===== src/rtl/ulpi_su_pkg.sv =====
package ulpi_su_pkg;
  typedef enum logic [2:0] {
    SU_RESET     = 3'd0,
    SU_WAIT_LOCK = 3'd1,
    SU_WAIT_STP  = 3'd2,
    SU_TURN      = 3'd3,
    SU_OPER      = 3'd4
  } su_state_e;
endpackage


===== src/rtl/ulpi_su_rst_sync.sv =====
module ulpi_su_rst_sync #(
  parameter int STAGES = 2
) (
  input  logic clk,
  input  logic rst_n,
  output logic released
);
  logic [STAGES-1:0] chain_q;

  always_ff @(posedge clk or negedge rst_n) begin
    if (!rst_n) chain_q <= '0;
    else        chain_q <= {chain_q[STAGES-2:0], 1'b1};
  end

  assign released = chain_q[STAGES-1];
endmodule


===== src/rtl/ulpi_su_lock_src.sv =====
module ulpi_su_lock_src #(
  parameter bit USE_EXT_LOCK = 1'b0,
  parameter int LOCK_CYCLES  = 64
) (
  input  logic clk,
  input  logic rst_n,
  input  logic released,
  input  logic ext_lock,
  output logic locked
);
  localparam int CW = $clog2(LOCK_CYCLES + 1);

  generate
    if (USE_EXT_LOCK) begin : g_ext
      logic [1:0] sync_q;
      always_ff @(posedge clk or negedge rst_n) begin
        if (!rst_n) sync_q <= '0;
        else        sync_q <= {sync_q[0], ext_lock};
      end
      assign locked = sync_q[1];
    end else begin : g_cnt
      logic [CW-1:0] cnt_q;
      logic          unused_ext;
      assign unused_ext = ext_lock;
      always_ff @(posedge clk or negedge rst_n) begin
        if (!rst_n)                       cnt_q <= '0;
        else if (!released)               cnt_q <= '0;
        else if (cnt_q != CW'(LOCK_CYCLES)) cnt_q <= cnt_q + 1'b1;
      end
      assign locked = (cnt_q == CW'(LOCK_CYCLES));
    end
  endgenerate
endmodule


===== src/rtl/ulpi_su_fsm.sv =====
module ulpi_su_fsm
  import ulpi_su_pkg::*;
(
  input  logic clk,
  input  logic rst_n,
  input  logic released,
  input  logic locked,
  input  logic stp,
  output logic dir,
  output logic ready,
  output logic first_oper
);
  su_state_e st_q, st_nx;

  always_comb begin
    st_nx = st_q;
    case (st_q)
      SU_RESET:     st_nx = SU_WAIT_LOCK;
      SU_WAIT_LOCK: if (locked) st_nx = SU_WAIT_STP;
      SU_WAIT_STP:  if (!stp)   st_nx = SU_TURN;
      SU_TURN:      st_nx = SU_OPER;
      SU_OPER:      st_nx = SU_OPER;
      default:      st_nx = SU_RESET;
    endcase
  end

  always_ff @(posedge clk or negedge rst_n) begin
    if (!rst_n) begin
      st_q       <= SU_RESET;
      dir        <= 1'b0;
      ready      <= 1'b0;
      first_oper <= 1'b0;
    end else if (!released) begin
      st_q       <= SU_RESET;
      dir        <= 1'b0;
      ready      <= 1'b0;
      first_oper <= 1'b0;
    end else begin
      st_q       <= st_nx;
      dir        <= (st_nx == SU_WAIT_LOCK) || (st_nx == SU_WAIT_STP);
      ready      <= (st_nx == SU_OPER);
      first_oper <= (st_q == SU_TURN);
    end
  end
endmodule


===== src/rtl/ulpi_su_idle_chk.sv =====
module ulpi_su_idle_chk #(
  parameter int DATA_W = 8
) (
  input  logic              clk,
  input  logic              rst_n,
  input  logic              released,
  input  logic              first_oper,
  input  logic [DATA_W-1:0] link_data,
  output logic              proto_err
);
  always_ff @(posedge clk or negedge rst_n) begin
    if (!rst_n)                               proto_err <= 1'b0;
    else if (!released)                       proto_err <= 1'b0;
    else if (first_oper && (link_data != '0)) proto_err <= 1'b1;
  end
endmodule


===== src/rtl/ulpi_startup_seq.sv =====
module ulpi_startup_seq #(
  parameter int DATA_W       = 8,
  parameter bit USE_EXT_LOCK = 1'b0,
  parameter int LOCK_CYCLES  = 64
) (
  input  logic              clk,
  input  logic              rst_n,
  input  logic              pll_lock,
  input  logic              link_stp,
  input  logic [DATA_W-1:0] link_data,
  output logic              dir,
  output logic [DATA_W-1:0] phy_data,
  output logic              phy_data_oe,
  output logic              ready,
  output logic              proto_err
);
  logic released, locked, first_oper, dir_q;

  ulpi_su_rst_sync #(.STAGES(2)) u_rst (
    .clk(clk), .rst_n(rst_n), .released(released));

  ulpi_su_lock_src #(.USE_EXT_LOCK(USE_EXT_LOCK), .LOCK_CYCLES(LOCK_CYCLES)) u_lock (
    .clk(clk), .rst_n(rst_n), .released(released), .ext_lock(pll_lock), .locked(locked));

  ulpi_su_fsm u_fsm (
    .clk(clk), .rst_n(rst_n), .released(released), .locked(locked), .stp(link_stp),
    .dir(dir_q), .ready(ready), .first_oper(first_oper));

  ulpi_su_idle_chk #(.DATA_W(DATA_W)) u_idle (
    .clk(clk), .rst_n(rst_n), .released(released), .first_oper(first_oper),
    .link_data(link_data), .proto_err(proto_err));

  assign dir         = dir_q;
  assign phy_data_oe = dir_q;
  assign phy_data    = '0;
endmodule


===== config.mk =====
export PLATFORM = sky130hd
export DESIGN_NAME = ulpi_startup_seq
export DESIGN_NICKNAME = d
export VERILOG_FILES = /design/src/rtl/ulpi_su_pkg.sv /design/src/rtl/ulpi_su_rst_sync.sv /design/src/rtl/ulpi_su_lock_src.sv /design/src/rtl/ulpi_su_fsm.sv /design/src/rtl/ulpi_su_idle_chk.sv /design/src/rtl/ulpi_startup_seq.sv
export SDC_FILE = /design/constraint.sdc
export NUM_CORES = 1
export LEC_CHECK = 0
export BUFFER_PORTS_ARGS = -buffer_cell sky130_fd_sc_hd__buf_2
export CAP_MARGIN = 30
export CORE_MARGIN = 1
export CORE_UTILIZATION = 25
export CTS_BUF_LIST = sky130_fd_sc_hd__clkbuf_8
export CTS_CLUSTER_DIAMETER = 50
export DETAILED_ROUTE_END_ITERATION = 16
export PLACE_DENSITY_LB_ADDON = 0.2
export SLEW_MARGIN = 10
export SYNTH_ARGS = -nofsm -noshare
export SYNTH_HDL_FRONTEND = slang
export SYNTH_SLANG_ARGS = --single-unit

===== constraint.sdc =====
create_clock -name clk -period 1.62 [get_ports clk]
set_input_delay 0.324 -clock clk [delete_from_list [all_inputs] [get_ports clk]]
set_output_delay 0.324 -clock clk [all_outputs]
set_load 0.01 [all_outputs]

==> key figures, run 1 <==
Global route
  – First-pass GRT wire length: 2260 um
  – Initial antenna violation count: 0
  – Grt ovf: 0
  – Largest net degree at the start of global routing: 17
  – Vias in the first global route: 515
  – Aggregate global-route resource usage: 8.96%

Place
  – Input/output buffers: 14
  – Inst Count DP: 133
  – Gpl congestion: 0.677
  – Dpl hpwl: 992 um

Cells and area
  – Fin nets: 109
  – Fraction of layout cells with a size suffix above 1: 23.4%
  – Ant diodes: 0
  – Synth-to-Final Area Change: 18.7%
  – Non-filler cells, final: 138

Die
  – Core area: 3080 um2
  – Initial Utilization: 26.5%
  – Site row count: 20
  – Die X: 59.1 um
  – Die Ht: 59.1 um
  – Die area: 3500 um2
  – I/O pins: 24

Clocking
  – Clock Sinks: 16
  – Root Buffer: clkbuf_8
  – CTS Hold Bufs: 1
  – Buffer depth of the longest clock path: 2
  – PostCTS Resize Cnt: 0
  – Cts bufs inserted: 3
  – Post-CTS Setup Inserts: 0
  – Worst skew pair latency: 0.25 ns
  – CTS tree: built
  – Reg clk slew, reported paths: 0.06 ns
  – CTS H-tree lvls: 1

Routing
  – WL final: 1320 um
  – Drt wl/cell: 9.59 um
  – Via count: 565
  – Drt first pass iters: 4
  – DR vias/cell: 4.09
  – DRC viols: 0
  – Starting DRT DRC Count: 9
  – Final ANT Viol Nets: 0

STA
  – Max Slew Vio Count: 0
  – Fmax: 0.714 GHz
  – Final worst path period need: 1.40 ns
  – TNS Setup: 0 ns
  – Final hold violation count: 0
  – Endpoints failing setup: 0
  – RSZ-0062 raised after global routing: false
  – Final period util: 86.4%
  – Hold_ws: 0.343 ns
  – Setup Skew: 0.00217 ns

Yosys
  – Post-synthesis sequential area ratio: 49.1%
  – Multiplexer area fraction after synthesis: 3.68%
  – Compound-Gate Fraction of Synth Area: 9.36%
  – Xor and xnor area share after synthesis: 2.15%
  – Synthesized cell area: 816 um2
  – Largest family of logic cells by synthesized area: simple AND/OR/NAND/NOR gates
  – Post-synthesis adder-cell area fraction: 3.07%
  – Synth top area cells: dfrtp_1 49%, buf_4 8.3%, mux2i_1 3.7%
  – Number of synthesized flops with an enable pin: 0
  – Synthesized instance count: 77
  – Top cells by instance count after synthesis: 16 x dfrtp_1, 9 x buf_4, 8 x nand2_1
  – Synth async-reset ratio: 100%
  – Synth area leader: dfrtp_1
  – Synth top area share: 49.1%
  – Synth unique cells: 30
  – Most common cell in the netlist: dfrtp_1
  – Synth Area in Simple Gates: 22.1%
  – Flop and latch count out of synthesis: 16
  – Post-synth top flop: dfrtp_1
  – Syn Area/Cell: 10.6 um2
  – Ys Warns: 0

Run status
  – Run status: complete, no violations

Worst setup path
  – CP arrival: 1.57 ns
  – Worst EP required: 1.79 ns
  – Element type at the critical path end: register
  – CP max FO: 5
  – Startpoint Class: register
  – Critical path class: reg -> reg

Power
  – PwrDens: 867 nW/um2
  – Worst vdd ir: 0.499 mV
  – Leak: 0.440 nW

Min path
  – Hold Path Class: in -> reg

Flow run
  – Max Cap Viol: 0
-- area by class of cell --
class	instances	area (um2)
clock buffer	4	55.1
fill	328	2110
sequential	16	400
inverter	2	7.51
multi-input combinational	56	363
timing repair buffer	16	87.6
tap	44	55.1
-- path summary, 6_finish.rpt --
kind / from / endpoint / slack, ns / cells after the start
setup / recovery: u_lock.g_cnt.cnt_q[0]$_DFFE_PN0P_ / u_lock.g_cnt.cnt_q[0]$_DFFE_PN0P_ / 0.22 / 5
hold / removal: link_stp / u_fsm.dir$_DFF_PN0_ / 0.34 / 3
setup reg to reg: u_lock.g_cnt.cnt_q[0]$_DFFE_PN0P_ / u_lock.g_cnt.cnt_q[0]$_DFFE_PN0P_ / 0.22 / 5
hold reg to reg: u_rst.chain_q[0]$_DFF_PN0_ / u_rst.chain_q[1]$_DFF_PN0_ / 0.35 / 0
max in group asynchronous: rst_n / u_lock.g_cnt.cnt_q[4]$_DFFE_PN0P_ / 0.82 / 2
min in group asynchronous: rst_n / u_fsm.st_q[1]$_DFF_PN0_ / 0.53 / 2
-- layer usage --
| layer | vias to the layer above | global-route usage (%) | part of all wire, % |
|---|---|---|---|
| li1 | 278 | - | - |
| met5 | - | 0 | 0 |
| met1 | 262 | 11.2 | 49 |
| met3 | 2 | 3.93 | 6.8 |
| met2 | 23 | 13.3 | 42 |
| met4 | 0 | 4.08 | 1.3 |
-- state kept, by name, indices dropped and copies added, names as in the netlist --
| name | flops |
|---|---|
| u_fsm.dir | 1 |
| u_fsm.first_oper | 1 |
| u_fsm.ready | 1 |
| u_fsm.st_q | 3 |
| u_idle.proto_err | 1 |
| u_lock.g_cnt.cnt_q | 7 |
| u_rst.chain_q | 2 |
-- cell usage in the layout (no fill, tap or decap), types with 2 or more instances in the layout --
cell type   n
nand2_1     8
xnor2_1     2
buf_2      14
clkbuf_8    4
o21a_1      2
nand3b_1    2
conb_1      9
mux2i_1     3
nor4_1      2
nand3_1     2
a21boi_1    3
nor2_1      2
dfrtp_1    16
ha_1        2
nand2b_1    3
inv_1       2
and2_1      2
nor3b_1     2
-- metrics by stage --
stage	setup slack, ns	cell area (um2)	power [mW]	utilization, %
2_1_floorplan	0.379	842	0.480	-
3_3_place_gp	0.240	903	0.494	29.3
3_5_place_dp	0.230	903	0.497	29.3
4_1_cts	0.216	968	0.851	31.5
5_1_grt	0.0964	968	0.880	31.5
6_report	0.220	968	0.840	31.5
-- logic make-up after synthesis --
| family | Yosys count |
|---|---|
| AOI/OAI and AO/OA | 11 |
| adders and majority gates | 2 |
| buffers and inverters | 12 |
| and+or+nand+nor | 29 |
| xor gates and xnor gates | 2 |
| DFF | 16 |
| other | 2 |
| muxes | 3 |
-- power by group --
group	internal (mW)	leakage, nW	switching [mW]
clock network	0.215	0.0288	0.134
registers	0.411	0.212	0.0137
logic	0.0264	0.199	0.0391
-- worst max-delay path: stages (launching register included) --
cell,delay (ns)
dfrtp_1,0.43
inv_1,0.09
ha_1,0.16
nand4bb_1,0.16
nor3_4,0.27
mux2i_1,0.22
Note: power is estimated with default switching activity, not from simulation.
==> run 2, diff against run 1 <==
--- a/config.mk
+++ b/config.mk
@@ -13,6 +13,7 @@
 export CTS_CLUSTER_DIAMETER = 50
 export DETAILED_ROUTE_END_ITERATION = 16
 export PLACE_DENSITY_LB_ADDON = 0.2
+export SETUP_SLACK_MARGIN = 0.3
 export SLEW_MARGIN = 10
 export SYNTH_ARGS = -nofsm -noshare
 export SYNTH_HDL_FRONTEND = slang
==> run 2 against run 1 <==
Net effect: clock-buffer cell count did not move; non-clock buffer count rose by 2; clock power barely moved; highest routed layer unchanged; sequential power fell by 0.9%; setup slack improved by 0.079 ns.
==> key figures, run 2 (synthesis gave the netlist of run 1 again) <==
Run status
  – Run status: complete, no violations

Routing
  – Starting DRT DRC Count: 12 (+3)
  – Final ANT Viol Nets: 0 (unchanged)
  – Drt wl/cell: 9.54 um (-0.46%)
  – DRC viols: 0 (unchanged)
  – WL final: 1340 um (+0.98%)
  – Via count: 578 (+2.3%)
  – DR vias/cell: 4.13 (+0.84%)
  – Drt first pass iters: 4 (unchanged)

Clocking
  – Clock Sinks: 16 (unchanged)
  – Cts bufs inserted: 3 (unchanged)
  – CTS H-tree lvls: 1 (unchanged)
  – Root Buffer: clkbuf_8
  – CTS tree: built
  – Reg clk slew, reported paths: 0.06 ns (about the same)
  – Buffer depth of the longest clock path: 2 (unchanged)
  – Worst skew pair latency: 0.25 ns (about the same)

Global route
  – Initial antenna violation count: 0 (unchanged)
  – Vias in the first global route: 522 (+1.4%)
  – First-pass GRT wire length: 2290 um (+1.5%)
  – Grt ovf: 0 (unchanged)
  – Largest net degree at the start of global routing: 17 (unchanged)
  – Aggregate global-route resource usage: 9.10% (+0.14 points)

Worst setup path
  – Startpoint Class: register
  – Critical path class: reg -> reg
  – Element type at the critical path end: register
  – CP max FO: 5 (unchanged)
  – CP arrival: 1.50 ns (-0.07 ns)
  – Worst EP required: 1.79 ns (about the same)

STA
  – Final worst path period need: 1.32 ns (-0.0791 ns)
  – Final hold violation count: 0 (unchanged)
  – Endpoints failing setup: 0 (unchanged)
  – RSZ-0062 raised after global routing: true
  – Fmax: 0.757 GHz (+6.0%)
  – Final period util: 81.6% (-4.9 points)
  – TNS Setup: 0 ns (unchanged)
  – Setup Skew: 0.00203 ns (-0.000140 ns)
  – Max Slew Vio Count: 0 (unchanged)

Power
  – Worst vdd ir: 0.498 mV (-0.22%)
  – PwrDens: 858 nW/um2 (-1.0%)
  – Leak: 0.450 nW (+2.4%)

Cells and area
  – Most flops, register: u_lock.g_cnt.cnt_q
  – Ant diodes: 0 (unchanged)
  – Most frequent cells in the layout: 16 x dfrtp_1, 14 x buf_2, 9 x conb_1, 8 x nand2_1, 4 x clkbuf_8
  – Most common cell after layout, fill and taps aside: dfrtp_1
  – Util after Layout: 32.0% (+0.57 points)
  – Largest register FFs: 7 (unchanged)
  – Synth-to-Final Area Change: 20.9%
  – Regs by FF count: u_lock.g_cnt.cnt_q (7), u_fsm.st_q (3), u_rst.chain_q (2)
  – Fin nets: 111 (+1.8%)
  – Fraction of layout cells with a size suffix above 1: 26.0% (+2.6 points)

Place
  – Gpl congestion: 0.677 (unchanged)
  – Input/output buffers: 14 (unchanged)
  – Dpl hpwl: 992 um (unchanged)

Die
  – Die Ht: 59.1 um (unchanged)
  – Die area: 3500 um2 (unchanged)
  – Core area: 3080 um2 (unchanged)
  – I/O pins: 24 (unchanged)
  – Site row count: 20 (unchanged)
  – Initial Utilization: 26.5% (unchanged)
  – Die X: 59.1 um (unchanged)

Flow run
  – Max Cap Viol: 0 (unchanged)

Min path
  – Hold Path Class: in -> reg
==> run 2: changes by cell type in the layout (fill, tap and decap cells not counted), sizes merged <==
cell  before  now
buf       15   17
==> run 2: repair_timing <==
action,CTS,global route
hold buffers,1,0
setup endpoints to repair,5,6
hold endpoints to repair,9,0
pin swaps,1,3
gates resized for setup,0,1
setup buffers,2,0
gates cloned,0,0
==> run 2: layout make-up <==
cell class	count	area, um2
Clock buffer	4	55.1
Fill cell	328	2090
Inverter	2	7.51
Multi-Input combinational cell	56	365
Sequential cell	16	400
Tap cell	44	55.1
Timing Repair Buffer	18	103
==> run 2: metal layers <==
metal  vias up  wire (um)  GRT usage [%]
met2        23        576           13.6
met3         2         94           3.93
met5         -          0              0
met1       270        648           11.3
met4         0         17           4.08
li1        283          -              -
==> run 2: metrics by stage <==
step | worst slack (ns) | instances | instance area [um2] | power (mW) | hold WS, ns
finish | 0.299 | 140 | 986 | 0.846 | 0.344
global route | 0.189 | 140 | 986 | 0.888 | 0.357
floorplan | 0.379 | 84 | 842 | 0.480 | 0.0284
CTS | 0.237 | 140 | 983 | 0.857 | 0.339
detailed placement | 0.230 | 133 | 903 | 0.497 | 0.263
global placement | 0.240 | 133 | 903 | 0.494 | 0.264
==> run 2: worst paths after layout <==
path / slack [ns] / from / cells after the start / endpoint
max: 0.30 / u_lock.g_cnt.cnt_q[0]$_DFFE_PN0P_ / 5 / u_lock.g_cnt.cnt_q[0]$_DFFE_PN0P_
min: 0.34 / link_stp / 3 / u_fsm.dir$_DFF_PN0_
max reg2reg: 0.30 / u_lock.g_cnt.cnt_q[0]$_DFFE_PN0P_ / 5 / u_lock.g_cnt.cnt_q[0]$_DFFE_PN0P_
min reg2reg: 0.35 / u_rst.chain_q[0]$_DFF_PN0_ / 0 / u_rst.chain_q[1]$_DFF_PN0_
max in group asynchronous: 0.81 / rst_n / 2 / u_lock.g_cnt.cnt_q[4]$_DFFE_PN0P_
min in group asynchronous: 0.54 / rst_n / 2 / u_fsm.st_q[1]$_DFF_PN0_
==> run 2: worst max-delay path, cell delays in order, from the launching register on <==
cell and delay (ns):
dfrtp_1 0.38, inv_1 0.07, ha_1 0.15, nand4bb_1 0.16
nor3_4 0.27, mux2i_1 0.22
==> run 2: power breakdown <==
group / switching, mW / internal, mW / total (mW)
logic: 0.0448 / 0.0319 / 0.0768
clock network: 0.133 / 0.215 / 0.349
registers: 0.00958 / 0.411 / 0.420
